File: src/rtl/corr_bpred_pkg.sv
package corr_bpred_pkg;

  // Default geometry of the predictor.
  localparam int DEF_PC_BITS   = 32;
  localparam int DEF_HIST_BITS = 2;
  localparam int DEF_ROW_BITS  = 5;
  localparam int DEF_CTR_BITS  = 2;

  // Weakly not-taken: one step below the taken threshold.
  function automatic int ctr_init_value(input int ctr_bits);
    return (1 << (ctr_bits - 1)) - 1;
  endfunction

  // Counters are kept in a table with this many entries.
  function automatic int table_depth(input int hist_bits, input int row_bits);
    return 1 << (hist_bits + row_bits);
  endfunction

endpackage

File: src/rtl/bp_ghist.sv
module bp_ghist #(
  parameter int HB = 2
) (
  input  logic          clk,
  input  logic          rst,
  input  logic          shift_en,
  input  logic          bit_in,
  output logic [HB-1:0] hist_q
);

  logic [HB-1:0] hist_d;

  generate
    if (HB == 1) begin : g_single
      assign hist_d = bit_in;
    end else begin : g_shift
      assign hist_d = {hist_q[HB-2:0], bit_in};
    end
  endgenerate

  always_ff @(posedge clk) begin
    if (rst) begin
      hist_q <= '0;
    end else if (shift_en) begin
      hist_q <= hist_d;
    end
  end

endmodule

File: src/rtl/bp_index.sv
module bp_index #(
  parameter int PCW = 32,
  parameter int HB  = 2,
  parameter int RB  = 5,
  localparam int IW = HB + RB
) (
  input  logic [HB-1:0]  hist,
  input  logic [PCW-1:0] pc,
  output logic [IW-1:0]  idx
);

  // Bank number from history in the upper field, row from the PC below it.
  assign idx = {hist, pc[RB-1:0]};

  logic pc_hi_unused;
  assign pc_hi_unused = ^pc[PCW-1:RB];

endmodule

File: src/rtl/bp_sat_step.sv
module bp_sat_step #(
  parameter int W = 2
) (
  input  logic [W-1:0] cur,
  input  logic         taken,
  output logic [W-1:0] nxt
);

  localparam logic [W-1:0] TOP = '1;
  localparam logic [W-1:0] BOT = '0;
  localparam logic [W-1:0] ONE = W'(1);

  always_comb begin
    if (taken) begin
      nxt = (cur == TOP) ? cur : cur + ONE;
    end else begin
      nxt = (cur == BOT) ? cur : cur - ONE;
    end
  end

endmodule

File: src/rtl/bp_ctr_table.sv
module bp_ctr_table #(
  parameter int HB = 2,
  parameter int RB = 5,
  parameter int W  = 2,
  localparam int IW    = HB + RB,
  localparam int DEPTH = corr_bpred_pkg::table_depth(HB, RB),
  localparam logic [W-1:0] INIT = W'(corr_bpred_pkg::ctr_init_value(W))
) (
  input  logic          clk,
  input  logic          rst,
  input  logic [IW-1:0] rd_idx,
  output logic [W-1:0]  rd_ctr,
  input  logic [IW-1:0] wr_idx,
  output logic [W-1:0]  wr_cur,
  input  logic          wr_en,
  input  logic [W-1:0]  wr_ctr
);

  logic [W-1:0] mem [DEPTH];

  assign rd_ctr = mem[rd_idx];
  assign wr_cur = mem[wr_idx];

  always_ff @(posedge clk) begin
    if (rst) begin
      for (int i = 0; i < DEPTH; i++) begin
        mem[i] <= INIT;
      end
    end else if (wr_en) begin
      mem[wr_idx] <= wr_ctr;
    end
  end

endmodule

File: src/rtl/corr_bpred.sv
module corr_bpred #(
  parameter int PC_BITS   = corr_bpred_pkg::DEF_PC_BITS,
  parameter int HIST_BITS = corr_bpred_pkg::DEF_HIST_BITS,
  parameter int ROW_BITS  = corr_bpred_pkg::DEF_ROW_BITS,
  parameter int CTR_BITS  = corr_bpred_pkg::DEF_CTR_BITS
) (
  input  logic                 clk,
  input  logic                 rst,
  input  logic [PC_BITS-1:0]   lk_pc,
  output logic                 lk_taken,
  output logic [HIST_BITS-1:0] lk_hist,
  input  logic                 up_valid,
  input  logic [PC_BITS-1:0]   up_pc,
  input  logic [HIST_BITS-1:0] up_hist,
  input  logic                 up_taken
);

  localparam int IW = HIST_BITS + ROW_BITS;
  localparam int NPORT = 2;   // port 0 = lookup, port 1 = update

  logic [HIST_BITS-1:0] ghr_q;
  logic [NPORT-1:0][HIST_BITS-1:0] port_hist;
  logic [NPORT-1:0][PC_BITS-1:0]   port_pc;
  logic [NPORT-1:0][IW-1:0]        port_idx;
  logic [CTR_BITS-1:0] look_ctr;
  logic [CTR_BITS-1:0] upd_cur;
  logic [CTR_BITS-1:0] upd_nxt;

  assign port_hist[0] = ghr_q;
  assign port_pc[0]   = lk_pc;
  assign port_hist[1] = up_hist;
  assign port_pc[1]   = up_pc;

  generate
    for (genvar g = 0; g < NPORT; g++) begin : g_idx
      bp_index #(
        .PCW(PC_BITS), .HB(HIST_BITS), .RB(ROW_BITS)
      ) u_idx (
        .hist (port_hist[g]),
        .pc   (port_pc[g]),
        .idx  (port_idx[g])
      );
    end
  endgenerate

  bp_ghist #(.HB(HIST_BITS)) u_ghist (
    .clk      (clk),
    .rst      (rst),
    .shift_en (up_valid),
    .bit_in   (up_taken),
    .hist_q   (ghr_q)
  );

  bp_ctr_table #(
    .HB(HIST_BITS), .RB(ROW_BITS), .W(CTR_BITS)
  ) u_tab (
    .clk    (clk),
    .rst    (rst),
    .rd_idx (port_idx[0]),
    .rd_ctr (look_ctr),
    .wr_idx (port_idx[1]),
    .wr_cur (upd_cur),
    .wr_en  (up_valid),
    .wr_ctr (upd_nxt)
  );

  bp_sat_step #(.W(CTR_BITS)) u_step (
    .cur   (upd_cur),
    .taken (up_taken),
    .nxt   (upd_nxt)
  );

  assign lk_taken = look_ctr[CTR_BITS-1];
  assign lk_hist  = ghr_q;

endmodule

File: config.mk
export PLATFORM = sky130hd
export DESIGN_NAME = corr_bpred
export DESIGN_NICKNAME = d
export VERILOG_FILES = /design/src/rtl/corr_bpred_pkg.sv /design/src/rtl/bp_ghist.sv /design/src/rtl/bp_index.sv /design/src/rtl/bp_sat_step.sv /design/src/rtl/bp_ctr_table.sv /design/src/rtl/corr_bpred.sv
export SDC_FILE = /design/constraint.sdc
export NUM_CORES = 1
export LEC_CHECK = 0
export BUFFER_PORTS_ARGS = -buffer_cell sky130_fd_sc_hd__buf_2
export CORE_AREA = 2 2 159 161
export DETAILED_ROUTE_END_ITERATION = 10
export DIE_AREA = 0 0 161 163
export GPL_ROUTABILITY_DRIVEN = 0
export HOLD_SLACK_MARGIN = 0.08
export PLACE_DENSITY = 0.82
export SYNTH_ARGS = -nofsm -noshare
export SYNTH_HDL_FRONTEND = slang
export SYNTH_SLANG_ARGS = --single-unit
File: constraint.sdc
create_clock -name clk -period 4 [get_ports clk]
set_input_delay 0.6 -clock clk [delete_from_list [all_inputs] [get_ports clk]]
set_output_delay 0.6 -clock clk [all_outputs]
set_load 0.01 [all_outputs]
## Word-level counts from Yosys, hierarchy flattened

Memory sizes are Yosys's and may differ from the RTL's.
Cells that the tools add are included.

| word-level totals | value |
|---|---|
| bits in latches | 0 |
| memory bits (writable) | 256 |
| bits of input ports | 70 |
| register bits | 2 |
| memories | 1 |
| output and inout bits | 3 |
| bits in read-only memories | 0 |
| logic and storage cells | 18 |

Memory list:

| memory | words | width | read ports | clocked after Yosys merged registers in | write ports | RTL line | RTL |
|---|---|---|---|---|---|---|---|
| u_tab.mem | 128 | 2 | 2 | 0 | 128 | bp_ctr_table.sv:19 | `logic [W-1:0] mem [DEPTH];` |

| cells by class | value |
|---|---|
| multiply operators | 0 |
| eq/ne operators | 1 |
| muxes and demuxes | 11 |
| reductions and logical operators | 2 |
| $lt $le $gt $ge | 0 |
| add/sub/neg operators | 2 |
| div/mod/pow operators | 0 |
| bitwise gates (word level) | 0 |
| shift operators | 0 |

Operator list:

| cell | number |
|---|---|
| 2-to-1 mux 2 bit | 4 |
| 2-to-1 mux 7 bit | 1 |
| 2-to-1 mux 1 bit | 6 |
| adder 2 x 1 -> 2 bit (second input constant) | 1 |
| == test 2 bit (second input constant) | 1 |
| logical NOT 2 bit | 1 |
| OR reduction 2 bit | 1 |
| subtractor 2 x 1 -> 2 bit (second input constant) | 1 |

## Longest topological paths before layout

| depth | value |
|---|---|
| word-level depth | 5 |
| depth in mapped cells | 13 |
| mapped depth without buffers | 7 |

## Modules after synthesis

A second synthesis with hierarchy kept.

| unflattened totals | value |
|---|---|
| cells, all modules | 1259 |
| area, all modules | 14954.3 um^2 |

By module, submodules not included:

| module | cells an instance | area each (um^2) | instances | sequential area each (um^2) |
|---|---|---|---|---|
| bp_ctr_table | 1236 | 14755.4 | 1 | 7687.4 |
| bp_index | 7 | 52.6 | 2 | 0.0 |
| bp_ghist | 6 | 67.6 | 1 | 40.0 |
| bp_sat_step | 3 | 26.3 | 1 | 0.0 |

## Least setup slack after synthesis

OpenSTA, ideal clock, no wires.

| path | value |
|---|---|
| path kind | input-to-output |
| start | in lk_pc[0] |
| end | out lk_taken |
| path slack | 555 ps |
| cell stages on the path | 6 |
| required time | 3400 ps |
| path buffers | 2 |
| arrival | 2845 ps |
| cells stage by stage | clkbuf_1 > buf_2 > mux4_2 > mux4_2 > mux4_2 > mux2_2 |

| between the ends | value |
|---|---|
| word-level cells in the longest chain between the ends | 1 |

RTL lines:

| what | RTL line | RTL |
|---|---|---|
| from (decl) | corr_bpred.sv:9 | `input logic [PC_BITS-1:0] lk_pc,` |
| memory read (128 x 2 bit) | - |  |
| to (decl) | corr_bpred.sv:10 | `output logic lk_taken,` |

Every way passes these cells.

## Worst setup path after layout

Ends and elaborated chain as after synthesis.

==> impl_metrics.ini <==
[setup_path]
slowest_cell_on_the_critical_path = sky130_fd_sc_hd__mux4_2
startpoint_of_the_worst_setup_timing_path = lk_pc[0]
crit_end = lk_taken
reg2regPathDepth = 8
worst_setup_end_kind = output pin
crit_reg_reg_startpoint = u_tab.mem[99][0]$_SDFFCE_PN1P_
regToRegSetupSlack_ns = 0.96
worst-endpoint-required_ns = 3.40
dominant_delay_contributor_by_cell_family_on_the_critical_path = multiplexers
criticalPathCategory = primary input to output pin
critical_path_cell_count = 7
timing.rr.end = u_tab.mem[58][1]$_SDFFCE_PN0P_
critical_path.max_stage_delay_ns = 0.59
cp_common_cell = sky130_fd_sc_hd__mux4_2
worstPathArrival_ns = 3.11
cp-start-kind = primary input
crit_chain = buf_2, buf_12, mux4_2, mux4_2, mux4_2, mux2_2, buf_2
cp_num_buf_inv = 3
timing.critical_path.fanout_max = 26

[place]
io_buffers = 18
placedCellCount = 1484
detailedPlacementHpwl_microns = 28700
place_ws_ns = 0.195
placed_instance_area_sq_um = 15500

[routing]
vias_per_cell = 7.65
drt.antenna.violating_nets = 0
routed_wirelength_microns = 45100
wl_per_cell_microns = 29.5
route.vias.total = 11700
drt_iter0_markers = 2150
first_pass_iters = 7
drc = 0

[cts]
cts_root_buf = sky130_fd_sc_hd__clkbuf_16
number_of_h_tree_levels = 1
postCtsHoldBufs = 0
cts.sink_count = 258
tritoncts = done
cts-buffers-inserted = 26
cts_resized = 0
buffer_count_from_post_cts_setup_fixing = 0
cts_buffer_depth = 3
worst_skew_pair.late_latency_ns = 0.55
path_clk_slew_ns = 0.07

[pwr]
power_mw = 6.42
pwr_density_cell_nw_per_um2 = 394
leakagePower_nw = 5.47
max-vdd-ir-drop_uv = 284

[synthesis]
post-synth-top-area-fraction_pct = 51.3
synthTopCellsByArea = sky130_fd_sc_hd__edfxtp_1 51%, sky130_fd_sc_hd__mux4_2 10%, sky130_fd_sc_hd__a21o_1 3.8%, sky130_fd_sc_hd__nand3_1 2.7%, sky130_fd_sc_hd__nor3_1 2.4%
synth-async-reset-ratio_pct = 0
postSynthRegisterBits = 258
synth_enable_flop_cells = 256
post_synth_instance_area_sq_um = 15000
synth_cell_type_count = 69
synth.net_count = 1281
synth_top_area_cell = sky130_fd_sc_hd__edfxtp_1
netlist_instances = 1211
post_synth.cell_area_avg_sq_um = 12.4
flip_flop_cell_with_the_highest_count_after_synthesis = sky130_fd_sc_hd__edfxtp_1
seq_area_frac_synth_pct = 51.6
synth-warning-count = 0

[sta]
postLayoutSetupSlackWorst_ns = 0.287
final_setup_vio_count = 0
worst_clock_skew_ns = 0.0190
achievable-frequency_mhz = 269
finalCritPeriodShare_pct = 92.8
tns_ns = 0
unrepaired_setup_endpoints_after_global_routing = false
timing.max_slew.rel_slack_pct = 27.5
hold_viol_final = 0
max_slew.worst_pin.slew_ns = 1.09
report.final.slew_viol_count = 0
period_minus_slack_ns = 3.71

[final_layout]
layout_common_cells = 256 x sky130_fd_sc_hd__edfxtp_1, 81 x sky130_fd_sc_hd__nand3_1, 75 x sky130_fd_sc_hd__a21o_1
drive_gt1_share_pct = 22.6
stdcell_area_sq_um = 16300
design.final.nets = 1252
num_antenna_cells = 0
final.fill_count = 1758
layout_commonest_cell = sky130_fd_sc_hd__edfxtp_1
area_delta_synth_final_pct = 8.80
finalNonFillerCells = 1531

[die]
floorplan.io_pins = 73
floorplan.die_area_sq_um = 26200
initial_utilization_pct = 60.7
rows = 58
dieWidth_microns = 161
fp.coreArea_sq_um = 24700
die_h_microns = 163

[global_routing]
globalRoute.busiestLayer = met2
grt_first_pass_wirelength_microns = 68000
globalRouteMet3Util_pct = 10.2
globalRouteOverflowTotal = 0
grt_util_all_layers_pct = 34.6
grt_antenna_before_repair = 0
globalRouteMet2Util_pct = 53.8
grt_max_degree = 67
grt.met1_usage_pct = 44.4
first_global_vias = 11300

[worst_hold_path]
worst_hold_path_startpoint = up_valid
hp-class = primary input to flop

[job]
max_cap_viol_count = 0

[run_status]
outcome = finished, final reports clean
[kinds of logic after synthesis]
| kind of cell | count (synthesis) | share of synthesized area [%] |
|---|---|---|
| buffers and inverters | 163 | 5.71 |
| AO/OA/AOI/OAI | 325 | 16.9 |
| flip-flops | 258 | 51.6 |
| multiplexers | 123 | 14.0 |
| AND/OR/NAND/NOR | 342 | 11.8 |
[synthesized netlist by cell type (18+ instances only)]
library cell / n
sky130_fd_sc_hd__o211ai_2: 21
sky130_fd_sc_hd__a211oi_1: 36
sky130_fd_sc_hd__o21bai_1: 45
sky130_fd_sc_hd__nor3_1: 71
sky130_fd_sc_hd__mux2i_1: 34
sky130_fd_sc_hd__mux4_2: 67
sky130_fd_sc_hd__nand2b_1: 34
sky130_fd_sc_hd__nand2_1: 55
sky130_fd_sc_hd__buf_2: 26
sky130_fd_sc_hd__buf_4: 18
sky130_fd_sc_hd__nand3_1: 81
sky130_fd_sc_hd__clkbuf_1: 80
sky130_fd_sc_hd__mux2_2: 20
sky130_fd_sc_hd__nor2_1: 33
sky130_fd_sc_hd__a21o_1: 75
sky130_fd_sc_hd__edfxtp_1: 256
sky130_fd_sc_hd__a21oi_1: 34
sky130_fd_sc_hd__o211ai_1: 26
[where the power goes]
group          leakage [nW]  internal (mW)  total, mW  switching [mW]
Combinational          2.75          0.303      0.908           0.605
Sequential             2.30           3.03       3.07          0.0382
Clock                 0.413           1.41       2.44            1.03
[state kept, by name, summed over array words and instances (netlist names)]
name / count
u_tab.mem: 256
u_ghist.hist_q: 2
[worst min path at each step]
stage | depth (start not counted) | end | slack [ns]
after floorplan | 2 | u_ghist.hist_q[1]$_SDFFE_PP0P_ | 0.55
after global placement | 2 | u_ghist.hist_q[1]$_SDFFE_PP0P_ | 0.57
after detailed placement | 2 | u_ghist.hist_q[1]$_SDFFE_PP0P_ | 0.59
after CTS | 3 | u_ghist.hist_q[0]$_SDFFE_PP0P_ | 0.45
after global routing | 3 | u_ghist.hist_q[0]$_SDFFE_PP0P_ | 0.48
final | 3 | u_ghist.hist_q[0]$_SDFFE_PP0P_ | 0.48
[tightest hold or removal path, cell delays in order]
cell and delay, ns:
sky130_fd_sc_hd__buf_2 0.20, sky130_fd_sc_hd__mux2i_1 0.11, sky130_fd_sc_hd__nor2_1 0.08
[routing by layer]
layer | vias to the layer above | wire (microns)
li1 | 4755 | -
met1 | 5562 | 15000
met2 | 1107 | 20200
met3 | 283 | 6720
met4 | 0 | 3210
met5 | - | 0
[area by class of cell]
class,instances,area [sq um],area share [%]
clock buffers,30,687,4.22
clock inverters,17,154,0.945
flip-flops and latches,258,7730,47.4
well taps,330,413,2.53
inverters,12,45.0,0.276
repair buffers,94,808,4.96
multi-input cells,790,6460,39.6
[through the flow]
step | utilization (%) | hold WS, ns
6_report | 66.0 | 0.479
5_1_grt | 66.0 | 0.482
4_1_cts | 66.0 | 0.446
3_5_place_dp | 62.6 | 0.586
3_3_place_gp | 62.6 | 0.569
2_1_floorplan | - | 0.548
No activity file was read; power rests on OpenSTA's default activity.
